===== src/rtl/kps_pkg.sv =====
package kps_pkg;
  localparam int ROW_IDX_W = 4;
  localparam int ENTRY_W   = 8;

  localparam int ADDR_CTRL   = 0;
  localparam int ADDR_STATUS = 1;
  localparam int ADDR_ENTRY  = 2;
  localparam int ADDR_MASK   = 16;

  localparam int CTRL_EN_BIT  = 0;
  localparam int CTRL_KPIE_BIT = 1;
  localparam int CTRL_FIE_BIT = 3;
  localparam int CTRL_DB_LSB  = 4;
  localparam int CTRL_THR_LSB = 14;
  localparam int THR_W        = 4;

  localparam int STAT_KP_BIT   = 0;
  localparam int STAT_FIFO_BIT = 2;
  localparam int STAT_CNT_LSB  = 4;

  typedef struct packed {
    logic                 rowActive;
    logic                 rowFirst;
    logic                 rowLast;
    logic                 scanEnd;
    logic [ROW_IDX_W-1:0] rowIdx;
  } scanStrobe_t;
endpackage


===== src/rtl/kps_ctrl.sv =====
module kps_ctrl
  import kps_pkg::*;
#(
  parameter int ROWS      = 16,
  parameter int START_DLY = 5,
  parameter int ROW_BASE  = 16,
  parameter int DB_W      = 10
) (
  input  logic            clk,
  input  logic            rst_n,
  input  logic            enable,
  input  logic [DB_W-1:0] dbCount,
  output scanStrobe_t     strobe,
  output logic [ROWS-1:0] rowDrive_n
);
  localparam int CNT_W = DB_W + 2;

  typedef enum logic [1:0] {S_OFF, S_DELAY, S_ROW, S_END} scanState_t;

  scanState_t           state;
  logic [CNT_W-1:0]     cnt;
  logic [ROW_IDX_W-1:0] row;
  logic [CNT_W-1:0]     rowLen;
  logic                 cntDone;

  assign rowLen  = CNT_W'(ROW_BASE) + CNT_W'(dbCount);
  assign cntDone = (state == S_ROW) ? (cnt == rowLen - 1'b1)
                                    : (cnt == CNT_W'(START_DLY - 1));

  always_ff @(posedge clk or negedge rst_n) begin
    if (!rst_n) begin
      state <= S_OFF;
      cnt   <= '0;
      row   <= '0;
    end else if (!enable) begin
      state <= S_OFF;
      cnt   <= '0;
      row   <= '0;
    end else begin
      case (state)
        S_OFF: begin
          state <= S_DELAY;
          cnt   <= '0;
        end
        S_DELAY: begin
          if (cntDone) begin
            state <= S_ROW;
            cnt   <= '0;
            row   <= '0;
          end else begin
            cnt <= cnt + 1'b1;
          end
        end
        S_ROW: begin
          if (cntDone) begin
            cnt <= '0;
            if (row == ROW_IDX_W'(ROWS - 1)) state <= S_END;
            else row <= row + 1'b1;
          end else begin
            cnt <= cnt + 1'b1;
          end
        end
        default: begin
          state <= S_DELAY;
          cnt   <= '0;
        end
      endcase
    end
  end

  always_comb begin
    strobe.rowActive = (state == S_ROW);
    strobe.rowFirst  = (state == S_ROW) && (cnt == '0);
    strobe.rowLast   = (state == S_ROW) && cntDone;
    strobe.scanEnd   = (state == S_END);
    strobe.rowIdx    = row;
  end

  for (genvar r = 0; r < ROWS; r++) begin : g_drive
    assign rowDrive_n[r] = !((state == S_ROW) && (row == ROW_IDX_W'(r)));
  end
endmodule


===== src/rtl/kps_datapath.sv =====
module kps_datapath
  import kps_pkg::*;
#(
  parameter int ROWS   = 16,
  parameter int COLS   = 8,
  parameter int DEPTH  = 8,
  parameter int DB_W   = 10,
  parameter int ADDR_W = 6
) (
  input  logic                          clk,
  input  logic                          rst_n,
  input  scanStrobe_t                   strobe,
  input  logic [COLS-1:0]               colSense_n,
  input  logic [ADDR_W-1:0]             regAddr,
  input  logic                          regWr,
  input  logic                          regRd,
  input  logic [31:0]                   regWdata,
  output logic [31:0]                   regRdata,
  output logic                          enable,
  output logic [DB_W-1:0]               dbCount,
  output logic [$clog2(DEPTH+1)-1:0]    fifoCount,
  output logic                          kpFlag,
  output logic                          fifoFlag,
  output logic                          irq
);
  localparam int CNT_W     = $clog2(DEPTH + 1);
  localparam int IDX_W     = $clog2(DEPTH);
  localparam int NUM_WORDS = DEPTH / 4;
  localparam int POP_ADDR  = ADDR_ENTRY + NUM_WORDS - 1;
  localparam logic [DB_W-1:0] RUN_MAX = '1;

  logic                    kpIe, fifoIe;
  logic [THR_W-1:0]        thresh;
  logic [COLS-1:0]         rowMask [ROWS];
  logic [COLS-1:0]         colS1, colS2, colLow, pressed;
  logic [DB_W-1:0]         runCnt [COLS];
  logic [ENTRY_W-1:0]      coll [DEPTH];
  logic [ENTRY_W-1:0]      collNext [DEPTH];
  logic [CNT_W-1:0]        collCount, collCountNext;
  logic                    wakeHit, wakeNext;
  logic [ENTRY_W-1:0]      fifo [DEPTH];
  logic                    pop, statWr, setKp, setFifo;

  assign pop    = regRd && (regAddr == ADDR_W'(POP_ADDR));
  assign statWr = regWr && (regAddr == ADDR_W'(ADDR_STATUS));

  // control register and row masks
  always_ff @(posedge clk or negedge rst_n) begin
    if (!rst_n) begin
      enable  <= 1'b0;
      kpIe    <= 1'b0;
      fifoIe  <= 1'b0;
      dbCount <= '0;
      thresh  <= '0;
      for (int r = 0; r < ROWS; r++) rowMask[r] <= '0;
    end else if (regWr) begin
      if (regAddr == ADDR_W'(ADDR_CTRL)) begin
        enable  <= regWdata[CTRL_EN_BIT];
        kpIe    <= regWdata[CTRL_KPIE_BIT];
        fifoIe  <= regWdata[CTRL_FIE_BIT];
        dbCount <= regWdata[CTRL_DB_LSB +: DB_W];
        thresh  <= regWdata[CTRL_THR_LSB +: THR_W];
      end
      for (int r = 0; r < ROWS; r++)
        if (regAddr == ADDR_W'(ADDR_MASK + r)) rowMask[r] <= regWdata[COLS-1:0];
    end
  end

  // column synchronizer and per-column run counters
  always_ff @(posedge clk or negedge rst_n) begin
    if (!rst_n) begin
      colS1 <= '1;
      colS2 <= '1;
    end else begin
      colS1 <= colSense_n;
      colS2 <= colS1;
    end
  end

  assign colLow = ~colS2;

  for (genvar c = 0; c < COLS; c++) begin : g_col
    always_ff @(posedge clk or negedge rst_n) begin
      if (!rst_n) runCnt[c] <= '0;
      else if (!enable) runCnt[c] <= '0;
      else if (strobe.rowActive) begin
        if (strobe.rowFirst || !colLow[c]) runCnt[c] <= '0;
        else if (runCnt[c] != RUN_MAX) runCnt[c] <= runCnt[c] + 1'b1;
      end
    end
    assign pressed[c] = strobe.rowLast && colLow[c] && (runCnt[c] >= dbCount);
  end

  // collector: append this row's accepted keys in column order
  always_comb begin
    collCountNext = collCount;
    wakeNext      = wakeHit;
    for (int i = 0; i < DEPTH; i++) collNext[i] = coll[i];
    for (int c = 0; c < COLS; c++) begin
      if (pressed[c]) begin
        if (collCountNext < CNT_W'(DEPTH)) begin
          collNext[collCountNext[IDX_W-1:0]] = {1'b1, strobe.rowIdx, 3'(c)};
          collCountNext = collCountNext + 1'b1;
        end
        if (rowMask[strobe.rowIdx] != '1) wakeNext = 1'b1;
      end
    end
  end

  always_ff @(posedge clk or negedge rst_n) begin
    if (!rst_n) begin
      collCount <= '0;
      wakeHit   <= 1'b0;
      for (int i = 0; i < DEPTH; i++) coll[i] <= '0;
    end else if (!enable || strobe.scanEnd) begin
      collCount <= '0;
      wakeHit   <= 1'b0;
      for (int i = 0; i < DEPTH; i++) coll[i] <= '0;
    end else if (strobe.rowLast) begin
      collCount <= collCountNext;
      wakeHit   <= wakeNext;
      for (int i = 0; i < DEPTH; i++) coll[i] <= collNext[i];
    end
  end

  // snapshot presented to software
  always_ff @(posedge clk or negedge rst_n) begin
    if (!rst_n) begin
      fifoCount <= '0;
      for (int i = 0; i < DEPTH; i++) fifo[i] <= '0;
    end else if (!enable) begin
      fifoCount <= '0;
      for (int i = 0; i < DEPTH; i++) fifo[i] <= '0;
    end else if (strobe.scanEnd) begin
      fifoCount <= collCount;
      for (int i = 0; i < DEPTH; i++) fifo[i] <= coll[i];
    end else if (pop) begin
      fifoCount <= '0;
      for (int i = 0; i < DEPTH; i++) fifo[i] <= '0;
    end
  end

  // sticky status flags, write one to clear, set wins
  assign setKp   = strobe.scanEnd && wakeHit;
  assign setFifo = strobe.scanEnd && (collCount != '0) &&
                   (CNT_W'(collCount) >= CNT_W'(thresh));

  always_ff @(posedge clk or negedge rst_n) begin
    if (!rst_n) begin
      kpFlag   <= 1'b0;
      fifoFlag <= 1'b0;
    end else if (!enable) begin
      kpFlag   <= 1'b0;
      fifoFlag <= 1'b0;
    end else begin
      kpFlag   <= (kpFlag   && !(statWr && regWdata[STAT_KP_BIT]))   || setKp;
      fifoFlag <= (fifoFlag && !(statWr && regWdata[STAT_FIFO_BIT])) || setFifo;
    end
  end

  assign irq = (kpFlag && kpIe) || (fifoFlag && fifoIe);

  // read mux
  always_comb begin
    regRdata = '0;
    if (regAddr == ADDR_W'(ADDR_CTRL)) begin
      regRdata[CTRL_EN_BIT]               = enable;
      regRdata[CTRL_KPIE_BIT]             = kpIe;
      regRdata[CTRL_FIE_BIT]              = fifoIe;
      regRdata[CTRL_DB_LSB +: DB_W]       = dbCount;
      regRdata[CTRL_THR_LSB +: THR_W]     = thresh;
    end
    if (regAddr == ADDR_W'(ADDR_STATUS)) begin
      regRdata[STAT_KP_BIT]               = kpFlag;
      regRdata[STAT_FIFO_BIT]             = fifoFlag;
      regRdata[STAT_CNT_LSB +: CNT_W]     = fifoCount;
    end
    for (int w = 0; w < NUM_WORDS; w++)
      if (regAddr == ADDR_W'(ADDR_ENTRY + w))
        for (int b = 0; b < 4; b++) regRdata[8*b +: 8] = fifo[4*w + b];
    for (int r = 0; r < ROWS; r++)
      if (regAddr == ADDR_W'(ADDR_MASK + r)) regRdata[COLS-1:0] = rowMask[r];
  end
endmodule


===== src/rtl/keypad_scanner.sv =====
module keypad_scanner
  import kps_pkg::*;
#(
  parameter int ROWS      = 16,
  parameter int COLS      = 8,
  parameter int DEPTH     = 8,
  parameter int DB_W      = 10,
  parameter int ADDR_W    = 6,
  parameter int START_DLY = 5,
  parameter int ROW_BASE  = 16
) (
  input  logic              clk,
  input  logic              rst_n,
  input  logic [COLS-1:0]   colSense_n,
  output logic [ROWS-1:0]   rowDrive_n,
  input  logic [ADDR_W-1:0] regAddr,
  input  logic              regWr,
  input  logic              regRd,
  input  logic [31:0]       regWdata,
  output logic [31:0]       regRdata,
  output logic              irq
);
  localparam int CNT_W = $clog2(DEPTH + 1);

  scanStrobe_t      strobe;
  logic             enable;
  logic [DB_W-1:0]  dbCount;
  logic [CNT_W-1:0] fifoCount;
  logic             kpFlag, fifoFlag;

  kps_ctrl #(
    .ROWS(ROWS), .START_DLY(START_DLY), .ROW_BASE(ROW_BASE), .DB_W(DB_W)
  ) u_ctrl (
    .clk(clk), .rst_n(rst_n), .enable(enable), .dbCount(dbCount),
    .strobe(strobe), .rowDrive_n(rowDrive_n)
  );

  kps_datapath #(
    .ROWS(ROWS), .COLS(COLS), .DEPTH(DEPTH), .DB_W(DB_W), .ADDR_W(ADDR_W)
  ) u_dp (
    .clk(clk), .rst_n(rst_n), .strobe(strobe), .colSense_n(colSense_n),
    .regAddr(regAddr), .regWr(regWr), .regRd(regRd), .regWdata(regWdata),
    .regRdata(regRdata), .enable(enable), .dbCount(dbCount),
    .fifoCount(fifoCount), .kpFlag(kpFlag), .fifoFlag(fifoFlag), .irq(irq)
  );
endmodule


===== config.mk =====
export PLATFORM = sky130hd
export DESIGN_NAME = keypad_scanner
export DESIGN_NICKNAME = d
export VERILOG_FILES = /design/src/rtl/kps_pkg.sv /design/src/rtl/kps_ctrl.sv /design/src/rtl/kps_datapath.sv /design/src/rtl/keypad_scanner.sv
export SDC_FILE = /design/constraint.sdc
export NUM_CORES = 1
export LEC_CHECK = 0
export ABC_AREA = 0
export ABC_CLOCK_PERIOD_IN_PS = 26500
export BUFFER_PORTS_ARGS = -buffer_cell sky130_fd_sc_hd__buf_2
export CORE_ASPECT_RATIO = 1.5
export CORE_MARGIN = 1
export CORE_UTILIZATION = 30
export CTS_CLUSTER_DIAMETER = 40
export DETAILED_ROUTE_END_ITERATION = 8
export PLACE_DENSITY = 0.53
export SYNTH_ARGS = -nofsm -noshare
export SYNTH_HDL_FRONTEND = slang
export SYNTH_HIERARCHICAL = 1
export SYNTH_SLANG_ARGS = --single-unit

===== constraint.sdc =====
create_clock -name clk -period 26.5 [get_ports clk]
set_input_delay 1.325 -clock clk [delete_from_list [all_inputs] [get_ports clk]]
set_output_delay 1.325 -clock clk [all_outputs]
set_load 0.01 [all_outputs]

Word-level counts from Yosys, hierarchy flattened
Index checks and enable logic that the tools add are counted.
{ "totals": {"reg_bits": 398, "latchBits": 0, "ram_bits": 0, "romBits": 0, "out_inout_bits": 49, "wordCells": 465, "n_memories": 0} }
{ "op_classes": {"add_sub_neg": 20, "mul": 0, "n_div": 0, "magnitude_cmp": 34, "n_eq_ne": 63, "shifts": 0, "n_mux": 158, "bitwise": 10, "n_reduce_logical": 125} }
{ "ops": {"columns": ["cell", "count"], "rows": [
  ["$mux W64", 21],
  ["$bwmux W64", 8],
  ["$mux W10", 32],
  ["$mux W8", 26],
  ["$demux W8 S3", 8],
  ["$mux W4", 26],
  ["$eq A6 B5 Y1 const B", 16],
  ["$add A10 B1 Y10 const B", 8],
  ["$ge A10 B10 Y1", 8],
  ["$ne A10 B10 Y1 const B", 8],
  ["$mux W32", 2],
  ["$logic_and A1 B1 Y1", 53],
  ["$reduce_and A2 Y1", 25],
  ["$ne A3 B3 Y1 const B", 13],
  ["$add A4 B1 Y4 const B", 9],
  ["$mux W12", 3],
  ["$bmux W8 S4", 1],
  ["$eq A4 B4 Y1 const B", 8],
  ["$ge A4 B4 Y1 const B", 8],
  ["$lt A4 B1 Y1 const B", 8],
  ["$lt A4 B4 Y1 const B", 8],
  ["$not A3 Y4", 8],
  ["$logic_not A1 Y1", 27],
  ["$mux W1", 23],
  ["32 further kinds", 53]
]} }

Longest topological paths before layout
Gate-level depths: netlist (run 1).
{ "logic_depth": {"ltp_word": 36, "mapped_depth": 41, "depth_no_buf": 40} }

Modules after synthesis
The synthesis (run 1) kept the hierarchy.
{ "modules_own_cells": {"columns": ["module", "n_inst", "cells_each", "area_per_inst_um2", "seq_area_each_um2"], "rows": [
  ["kps_datapath", 1, 2036, 21051.4, 9529.1],
  ["kps_ctrl", 1, 199, 1687.9, 450.4]
]} }

Least setup slack after synthesis (run 1)
OpenSTA, ideal clock, no wires.
{ "synth_timing": {"path_type": "reg-to-reg", "start": "register u_dp.dbCount[0]", "end": "register u_dp/coll[4] (netlist name)", "setup_time_ns": 0.125, "t_arrival_ns": 8.635, "t_required_ns": 26.375, "path_slack_ns": 17.740, "path_stages_with_launch": 41, "path_buffers": 1, "synth_period_minus_slack_ns": 8.760, "cell_sequence": "dfrtp_1 inv_1 ha_1 nor3b_2 o31a_1 or3_1 a2111oi_4 o2111ai_2 nor2_1 and2b_1 and2b_1 and2_4 xnor2_4 inv_4 ha_1 nor3_1 a21o_1 inv_1 (+5 left out) inv_1 mux2_2 inv_1 ha_1 o311ai_1 o21a_1 inv_1 ha_1 mux2i_4 clkinv_1 ha_1 inv_1 xnor3_1 o32ai_2 a31oi_1 and3b_1 buf_2 mux2i_1"} }
{ "synth_rtl": {"columns": ["element", "line_no", "source"], "rows": [
  ["start: declaration", "kps_datapath.sv:20", "output logic [DB_W-1:0] dbCount,"],
  ["start signal: assignment", "kps_datapath.sv:61", "dbCount <= regWdata[CTRL_DB_LSB +: DB_W];"],
  ["end: declaration", "kps_datapath.sv:37", "logic [ENTRY_W-1:0] coll [DEPTH];"]
]} }

==> impl_metrics.tcl, run 1 <==
set metrics [dict create \
    slew-limit-headroom_pct 21.3 \
    port_buffers 84 \
    drc 0 \
    critPathKind "register to register" \
    clk_latency_ps 600 \
    rsz0062_at_grt "false" \
    post_cts_buffers 0 \
    p_leak_nw 12.1 \
    holdWs_ps 354 \
    initial_core_util_pct 30.3 \
    synth_flop_cell "dfrtp_1" \
    final_common_cell "dfrtp_1" \
    rr_worst_depth 41 \
    via_per_inst 5.42 \
    fin_crit_ps 10800 \
    cts_buffers 69 \
    layout_common_cells "382 x dfrtp_1, 224 x nand2_1, 169 x nor2_1" \
    cts_tree "done" \
    gp_congestion 0.909 \
    synth_area_um2 22700 \
    post-route-period-util_pct 40.8 \
    vias 18300 \
    hold_buffers 0 \
    ant_nets 0 \
    first_iter_violations 1366 \
    syn2layout_area_growth_pct 17.6 \
    hold-path-cell-count 0 \
    critPathSlowestCell "or4_4" \
    multi_input_area_um2 12100 \
    critPathMaxFanout 35 \
    drv_cap 0 \
    fmax_ghz 0.0926 \
    fp.dieArea_um2 76900 \
    final-instance-count-excl-fill 3381 \
    wirelength_um 69700 \
    ys_seq_elements 398 \
    pin_count 99 \
    tightest_slew_ps 1170 \
    htreeDepth 3 \
    clk_pin_slew_ps 50 \
    placed_cell_area_um2 24300 \
    wire_per_inst_um 20.6 \
    power_density_nw_per_um2 66.9 \
    peakVddDrop_mv 0.0402 \
    cp.required_ps 26950 \
    synthArstFlopShare_pct 100 \
    fin_area_um2 26700 \
    core-area_um2 74900 \
    grt_max_degree 179 \
    slowest_delay_ps 560 \
    cp.arrival_ps 11260 \
    die_x_um 227 \
    setup_viol_count_final 0 \
    yosysSeqAreaShare_pct 43.9 \
    hold_violations 0 \
    grt_pass1_vias 18700 \
    critPathCaptureType "register" \
    cts_resized 0 \
    cp-start-kind "register" \
    place_inst 3255 \
    dp_hpwl_um 48800 \
    fp-row-count 123 \
    cts_root_buf "clkbuf_16" \
    ys_warn_count 6 \
    synth_cells 2235 \
    drtPass1Iterations 5 \
    cts_sinks 398 \
    grt_pass1_wl_um 108000 \
    syn-num-nets 2397 \
    fin_nets 2488 \
    clockBufferDepth 3 \
    num-fill-cells 7521 \
    synthDistinctLibCells 117 \
    skew_ps 29.2 \
    tns_ps 0 \
    overflow 0 \
    grt_usage_pct 18.1 \
    synth-edff-count 0 \
    grt_antenna_before_repair 1 \
    drv_slew 0 \
    seq_area_um2 9980 \
    outcome "finished, final reports clean" \
    drive_gt1_share_pct 19.4 \
    dieHeight_um 339 \
    hold_class "register to register" \
    avgSynthCellArea_um2 10.2 \
]
[synth_stat cells, types with 39 or more instances]
cell | count | area share, %
dfrtp_1 | 382 | 42
nand2_1 | 224 | 3.7
nor2_1 | 169 | 2.8
mux2_2 | 136 | 6.7
o21ai_0 | 118 | 2.6
ha_1 | 112 | 6.2
a21oi_1 | 96 | 2.1
a22o_1 | 90 | 3.5
nand3_1 | 74 | 1.6
clkbuf_1 | 70 | 1.2
nand4_1 | 66 | 1.8
inv_1 | 64 | 1.1
mux2i_1 | 50 | 2.2
xor2_1 | 39 | 1.5
[final timing paths]
kind	endpoint	slack, ps	start
max	u_dp/coll[6]	15700	u_ctrl/state[0]
min	u_dp/colS2[7]	350	u_dp/colS1[7]
max reg2reg	u_dp/coll[6]	15700	u_ctrl/state[0]
min reg2reg	u_dp/colS2[7]	350	u_dp/colS1[7]
max in group asynchronous	u_dp/fifo[29]	23400	rst_n
min in group asynchronous	u_dp/fifo[34]	740	rst_n
[where the power goes]
part | switching [mW] | total, mW | internal, mW | leakage, nW
Clock | 0.330 | 0.942 | 0.612 | 1.19
Combinational | 0.103 | 0.163 | 0.0597 | 5.50
Sequential | 0.0395 | 0.683 | 0.643 | 5.37
Total | 0.473 | 1.79 | 1.31 | 12.1
[metrics by stage]
stage / setup WS [ps] / util, % / power (mW)
global route: 14990 / 35.7 / 1.86
detailed placement: 15820 / 32.4 / 0.857
global placement: 16000 / 32.4 / 0.850
finish: 15700 / 35.7 / 1.79
floorplan: 17740 / - / 0.776
CTS: 15780 / 35.7 / 1.81
[routing by layer]
metal	wire length, um	vias up	GRT usage [%]
met5	13	-	0
met1	28100	9167	21.0
li1	-	8487	-
met3	2890	163	2.73
met4	2890	2	8.18
met2	35800	508	32.4
[cells by family after synthesis]
family	synth area share [%]
AOI/OAI and AO/OA	16.9
xor gates and xnor gates	3.70
adders and majority gates	6.16
buffers and inverters	2.91
DFF	43.9
muxes	9.63
and+or+nand+nor	16.8
[worst max-delay path: cells and delay by family, from the launching register on]
| family | cells | cell delay [ps] |
|---|---|---|
| flip-flops | 1 | 420 |
| multiplexers | 3 | 870 |
| AND/OR/NAND/NOR | 8 | 2520 |
| XOR/XNOR | 2 | 610 |
| AO/OA/AOI/OAI | 9 | 2180 |
| adder cells (fa/ha/maj) | 7 | 2000 |
| buffers and inverters | 12 | 2020 |
[area by class of cell]
| cell class | instances | share of cell area [%] |
|---|---|---|
| Antenna cell | 1 | 0.00936 |
| Clock buffer | 86 | 7.23 |
| Clock inverter | 39 | 1.95 |
| Inverter | 69 | 0.978 |
| Multi-Input combinational cell | 1674 | 45.3 |
| Sequential cell | 398 | 37.3 |
| Tap cell | 1000 | 4.68 |
| Timing Repair Buffer | 114 | 2.50 |
[registers in the layout, summed over array words and instances (netlist names), 2 cells and up]
signal / count
u_dp/runCnt: 80
u_dp/rowMask: 128
u_dp/fifo: 64
u_dp/thresh: 4
u_dp/coll: 64
u_ctrl/state: 2
u_dp/colS1: 8
u_dp/fifoCount: 4
u_dp/colS2: 8
u_dp/collCount: 4
u_ctrl/cnt: 12
u_dp/dbCount: 10
u_ctrl/row: 4
(Power assumes the default switching activity.)
==> inputs of run 2 (changes only) <==
Settings changed: ABC_CLOCK_PERIOD_IN_PS 26500 to 9700, PLACE_DENSITY 0.53 to 0.54.
Clock period 26.5 ns to 9.7 ns, I/O delays scaled along.
==> run 2 against run 1 <==
  * Final cell count rose by 0.27%
  * Routed wire length is 2.6% higher
  * Highest routed layer is now met4
  * The run now ends with negative hold slack left
  * Critical path type unchanged
  * Flip-flop and latch count is the same
  * Combinational power increased to 2.8 times the previous value
  * Critical path depth is 2 lower
  * Worst setup slack worse by 15000 ps
  * Register-to-register slack got worse by 15000 ps
  * Core utilization shrank 0.26 points
==> impl_metrics.tcl, run 2 (synthesis results as in run 1) <==
set metrics [dict create \
    cp_num_buf_inv 9 \
    fp.dieArea_um2 76900 \
    cp.arrival_ps 9680 \
    cts_root_buf "clkbuf_16" \
    cp_common_cell "inv_1" \
    post-route-period-util_pct 95.0 \
    fmax_ghz 0.108 \
    reg_top3 "u_dp/rowMask: 128 flops, u_dp/runCnt: 80 flops" \
    fin_util_pct 35.4 \
    critPathMaxFanout 7 \
    ant_nets 0 \
    pin_count 99 \
    use_met1_pct 21.7 \
    path_delay_family "simple AND/OR/NAND/NOR gates" \
    hold_class "input port to asynchronous set/reset pin" \
    fin_crit_ps 9220 \
    use_met3_pct 2.57 \
    wirelength_um 71500 \
    switchingPower_mw 1.24 \
    largest_register_ffs 128 \
    grt_max_degree 119 \
    busiest_layer "met2" \
    cp-start-kind "register" \
    drtPass1Iterations 5 \
    syn2layout_area_growth_pct 16.8 \
    p_int_mw 3.26 \
    fp-row-count 123 \
    critPathSlowestCell "dfrtp_2" \
    clockBufferDepth 3 \
    layout_common_cells "381 x dfrtp_1, 224 x nand2_1, 168 x nor2_1" \
    p_leak_nw 12.0 \
    drv_slew 0 \
    power_density_nw_per_um2 169 \
    slowest_delay_ps 430 \
    via_per_inst 5.45 \
    gp_congestion 0.954 \
    clk_pin_slew_ps 60 \
    overflow 0 \
    final_common_cell "dfrtp_1" \
    grt_pass1_vias 19100 \
    skew_ps 44.7 \
    slew-limit-headroom_pct 21.8 \
    grt_antenna_before_repair 0 \
    tightest_slew_ps 1160 \
    drive_gt1_share_pct 19.7 \
    rsz0062_at_grt "false" \
    dp_hpwl_um 51600 \
    drv_cap 0 \
    cts_tree "done" \
    setup_slack_ps 483 \
    vias 18500 \
    cp.required_ps 10160 \
    die_x_um 227 \
    cts_sinks 398 \
    max_flop_register "u_dp/rowMask" \
    core-area_um2 74900 \
    cts_buffers 57 \
    clockPowerShare_pct 48.4 \
    drc 0 \
    grt.met2_usage_pct 32.4 \
    outcome "finished, violations left" \
    seq_power_share_pct 41.4 \
    fin_nets 2504 \
    holdWs_ps -10.5 \
    peakVddDrop_mv 0.153 \
    clk_latency_ps 630 \
    dieHeight_um 339 \
    port_buffers 84 \
    p_comb_share_pct 10.1 \
    first_iter_violations 1244 \
    p_sw_share_pct 27.5 \
    grt_pass1_wl_um 111000 \
    initial_core_util_pct 30.3 \
    tns_ps 0 \
    setup_viol_count_final 0 \
    htreeDepth 2 \
    wire_per_inst_um 21.1 \
    grt_usage_pct 18.6 \
    critPathKind "register to register" \
    violations "negative hold slack" \
    critPathCaptureType "register" \
    n_antenna_cell 0 \
    hold_violations 9 \
    dpl_worst_slack_ps 57.3 \
]
## run 2: what timing repair did
item,4_1_cts,5_1_grt
gates resized for setup,1,5
hold buffers,8,0
endpoints found under the setup margin,2,64
pin swaps,0,1
endpoints found under the hold margin,8,0
setup buffers,0,9
## run 2: per-stage QoR
step	power, mW	cell area [um^2]	instances
4_1_cts	4.55	26500	3381
2_1_floorplan	2.12	22700	2235
6_report	4.50	26500	3390
5_1_grt	4.68	26500	3390
3_3_place_gp	2.33	24400	3266
3_5_place_dp	2.34	24400	3266
## run 2: power groups by stage
stage	Clock [mW]	Combinational [mW]	Sequential, mW
6_report	2.18	0.456	1.86
5_1_grt	2.30	0.509	1.87
3_5_place_dp	0	0.456	1.89
3_3_place_gp	0	0.442	1.88
4_1_cts	2.23	0.461	1.86
2_1_floorplan	0	0.278	1.84
## run 2: final cells by class
type	instances	area, um^2
flip-flops and latches	398	9980
multi-input cells	1674	12100
fillers	7505	48400
well taps	1000	1250
inverters	69	265
repair buffers	142	886
clock inverters	39	483
clock buffers	68	1540
## run 2: path summary, 6_finish.rpt
check / startpoint / endpoint / slack (ps) / cells after the start
min in group clk: regWdata[14] / u_dp/thresh[0] / 120 / 2
hold reg to reg: u_dp/colS1[7] / u_dp/colS2[7] / 350 / 0
max in group asynchronous: rst_n / u_dp/coll[23] / 7300 / 3
hold / removal: rst_n / u_dp/runCnt[11] / -10 / 1
setup reg to reg: u_dp/dbCount[1] / u_dp/coll[5] / 480 / 39
setup / recovery: u_dp/dbCount[1] / u_dp/coll[5] / 480 / 39
## run 2: layer usage
metal  part of all wire (%)  vias up
li1                       -     8491
met1                     40     9223
met2                     50      561
met3                    4.0      208
met4                    5.9        0
met5                      0        -
==> inputs of run 3 (changes only) <==
Settings changed: CELL_PAD_IN_SITES_DETAIL_PLACEMENT set to 1, CELL_PAD_IN_SITES_GLOBAL_PLACEMENT set to 2, PLACE_DENSITY 0.54 to 0.72.
==> run 3 against run 2 <==
  * The flow now finishes without violations
  * Critical endpoint unchanged
  * Core utilization is 0.48 points higher
  * Sequential share of layout area down 0.51 points
  * Critical path type unchanged
  * Register-to-register slack better by 100 ps
  * Hold slack improved by 140 ps
  * Via count grew 1.5%
  * Clock power increased by 14%
  * Sequential power is essentially flat
  * Global-route usage increased by 2.2 points
  * Routed wire length increased by 10%
  * First-iteration DRC count fell by 22%
  * Flip-flop and latch count is the same
  * Largest power group unchanged
  * Fmax rose by 1.1%
==> impl_metrics.tcl, run 3 (synthesis results as in run 1) <==
set metrics [dict create \
    hold_class "input port to register" \
    final-instance-count-excl-fill 3402 \
    path_delay_family "simple AND/OR/NAND/NOR gates" \
    fin_nets 2513 \
    cts_root_buf "clkbuf_16" \
    clockBufferDepth 3 \
    htreeDepth 3 \
    grt_usage_pct 20.8 \
    switchingPower_mw 1.38 \
    p_sw_share_pct 28.7 \
    setup_viol_count_final 0 \
    tns_ps 0 \
    port_buffers 84 \
    pin_count 99 \
    skew_ps 42.2 \
    fp.dieArea_um2 76900 \
    hold_path_startpoint "regWdata[14]" \
    tightest_slew_ps 1070 \
    p_int_mw 3.43 \
    critPathMaxFanout 9 \
    p_leak_nw 12.2 \
    place_inst 3268 \
    drive_gt1_share_pct 20.1 \
    rsz0062_at_grt "false" \
    peakVddDrop_mv 0.125 \
    vias 18800 \
    grt_antenna_before_repair 0 \
    cts_buffers 66 \
    clk_latency_ps 620 \
    setup_slack_ps 586 \
    finalPower_mw 4.81 \
    slowest_delay_ps 540 \
    n_antenna_cell 0 \
    critPathKind "register to register" \
    critPathSlowestCell "or4_1" \
    syn2layout_area_growth_pct 18.3 \
    reg2reg_slack_ps 590 \
    cp-start-kind "register" \
    hold-path-cell-count 2 \
    rr_worst_depth 39 \
    die_x_um 227 \
    overflow 0 \
    clockPowerShare_pct 51.5 \
    fin_area_um2 26900 \
    p_comb_share_pct 9.9 \
    startpoint "u_dp/dbCount[0]" \
    fp-row-count 123 \
    holdWs_ps 126 \
    dp_hpwl_um 56900 \
    drc 0 \
    cp.depth 39 \
    cp.arrival_ps 9600 \
    outcome "finished, final reports clean" \
    core-area_um2 74900 \
    drtPass1Iterations 5 \
    clk_pin_slew_ps 60 \
    grt_max_degree 181 \
    cp.required_ps 10190 \
    final_common_cell "dfrtp_1" \
    initial_core_util_pct 30.3 \
    cp_num_buf_inv 9 \
    cts_sinks 398 \
    gp_congestion 0.892 \
    seq_power_share_pct 38.6 \
    drv_slew 0 \
    wire_per_inst_um 23.2 \
    fmax_ghz 0.110 \
    grt_pass1_wl_um 123000 \
    largest_register_ffs 128 \
    ant_nets 0 \
    hold_end "u_dp/thresh[0]" \
    grt_pass1_vias 20500 \
    cts_tree "done" \
    reg_top3 "u_dp/rowMask: 128 flops, u_dp/runCnt: 80 flops" \
    first_iter_violations 966 \
    hold_violations 0 \
    power_density_nw_per_um2 179 \
    layout_common_cells "382 x dfrtp_1, 224 x nand2_1, 168 x nor2_1" \
    critPathCaptureType "register" \
    worstReg2RegStart "u_dp/dbCount[0]" \
    r2r-end "u_dp/coll[5]" \
    dpl_worst_slack_ps 6.84 \
    fin_crit_ps 9110 \
    drv_cap 0 \
    post-route-period-util_pct 94.0 \
    slew-limit-headroom_pct 28.5 \
    via_per_inst 5.52 \
    max_flop_register "u_dp/rowMask" \
    dieHeight_um 339 \
    placed_cell_area_um2 24400 \
    fin_util_pct 35.9 \
    wirelength_um 78900 \
]
==> run 3: timing repair <==
item / 4_1_cts / 5_1_grt
setup endpoints to repair: 10 / 66
hold buffers: 9 / 0
endpoints found under the hold margin: 79 / 0
resized for setup: 2 / 5
buffers inserted: 0 / 6
==> run 3: area by class of cell <==
class | instances | area, um^2
repair buffers | 142 | 901
clock inverters | 44 | 592
well taps | 1000 | 1250
flip-flops and latches | 398 | 9980
multi-input cells | 1674 | 12100
inverters | 69 | 264
fillers | 8399 | 48000
clock buffers | 75 | 1780
==> run 3: worst max path at each step <==
| stage | to | slack [ps] |
|---|---|---|
| after global routing | u_dp/coll[3] | 40 |
| after global placement | u_dp/coll[5] | 240 |
| after detailed placement | u_dp/coll[37] | 7 |
| final | u_dp/coll[5] | 590 |
| after CTS | u_dp/coll[4] | 70 |
| after floorplan | u_dp/coll[4] | 940 |
==> run 3: metal layers <==
layer	GRT usage (%)	wire [um]
met5	0	0
met4	11.2	4250
met3	2.72	2250
met2	38.0	42000
met1	23.1	30400
==> run 3: power groups by stage <==
| stage | registers [mW] | logic [mW] | clock network, mW |
|---|---|---|---|
| floorplan | 1.84 | 0.278 | 0 |
| global placement | 1.88 | 0.457 | 0 |
| detailed placement | 1.89 | 0.478 | 0 |
| CTS | 1.86 | 0.484 | 2.54 |
| global route | 1.87 | 0.530 | 2.60 |
| finish | 1.86 | 0.476 | 2.48 |
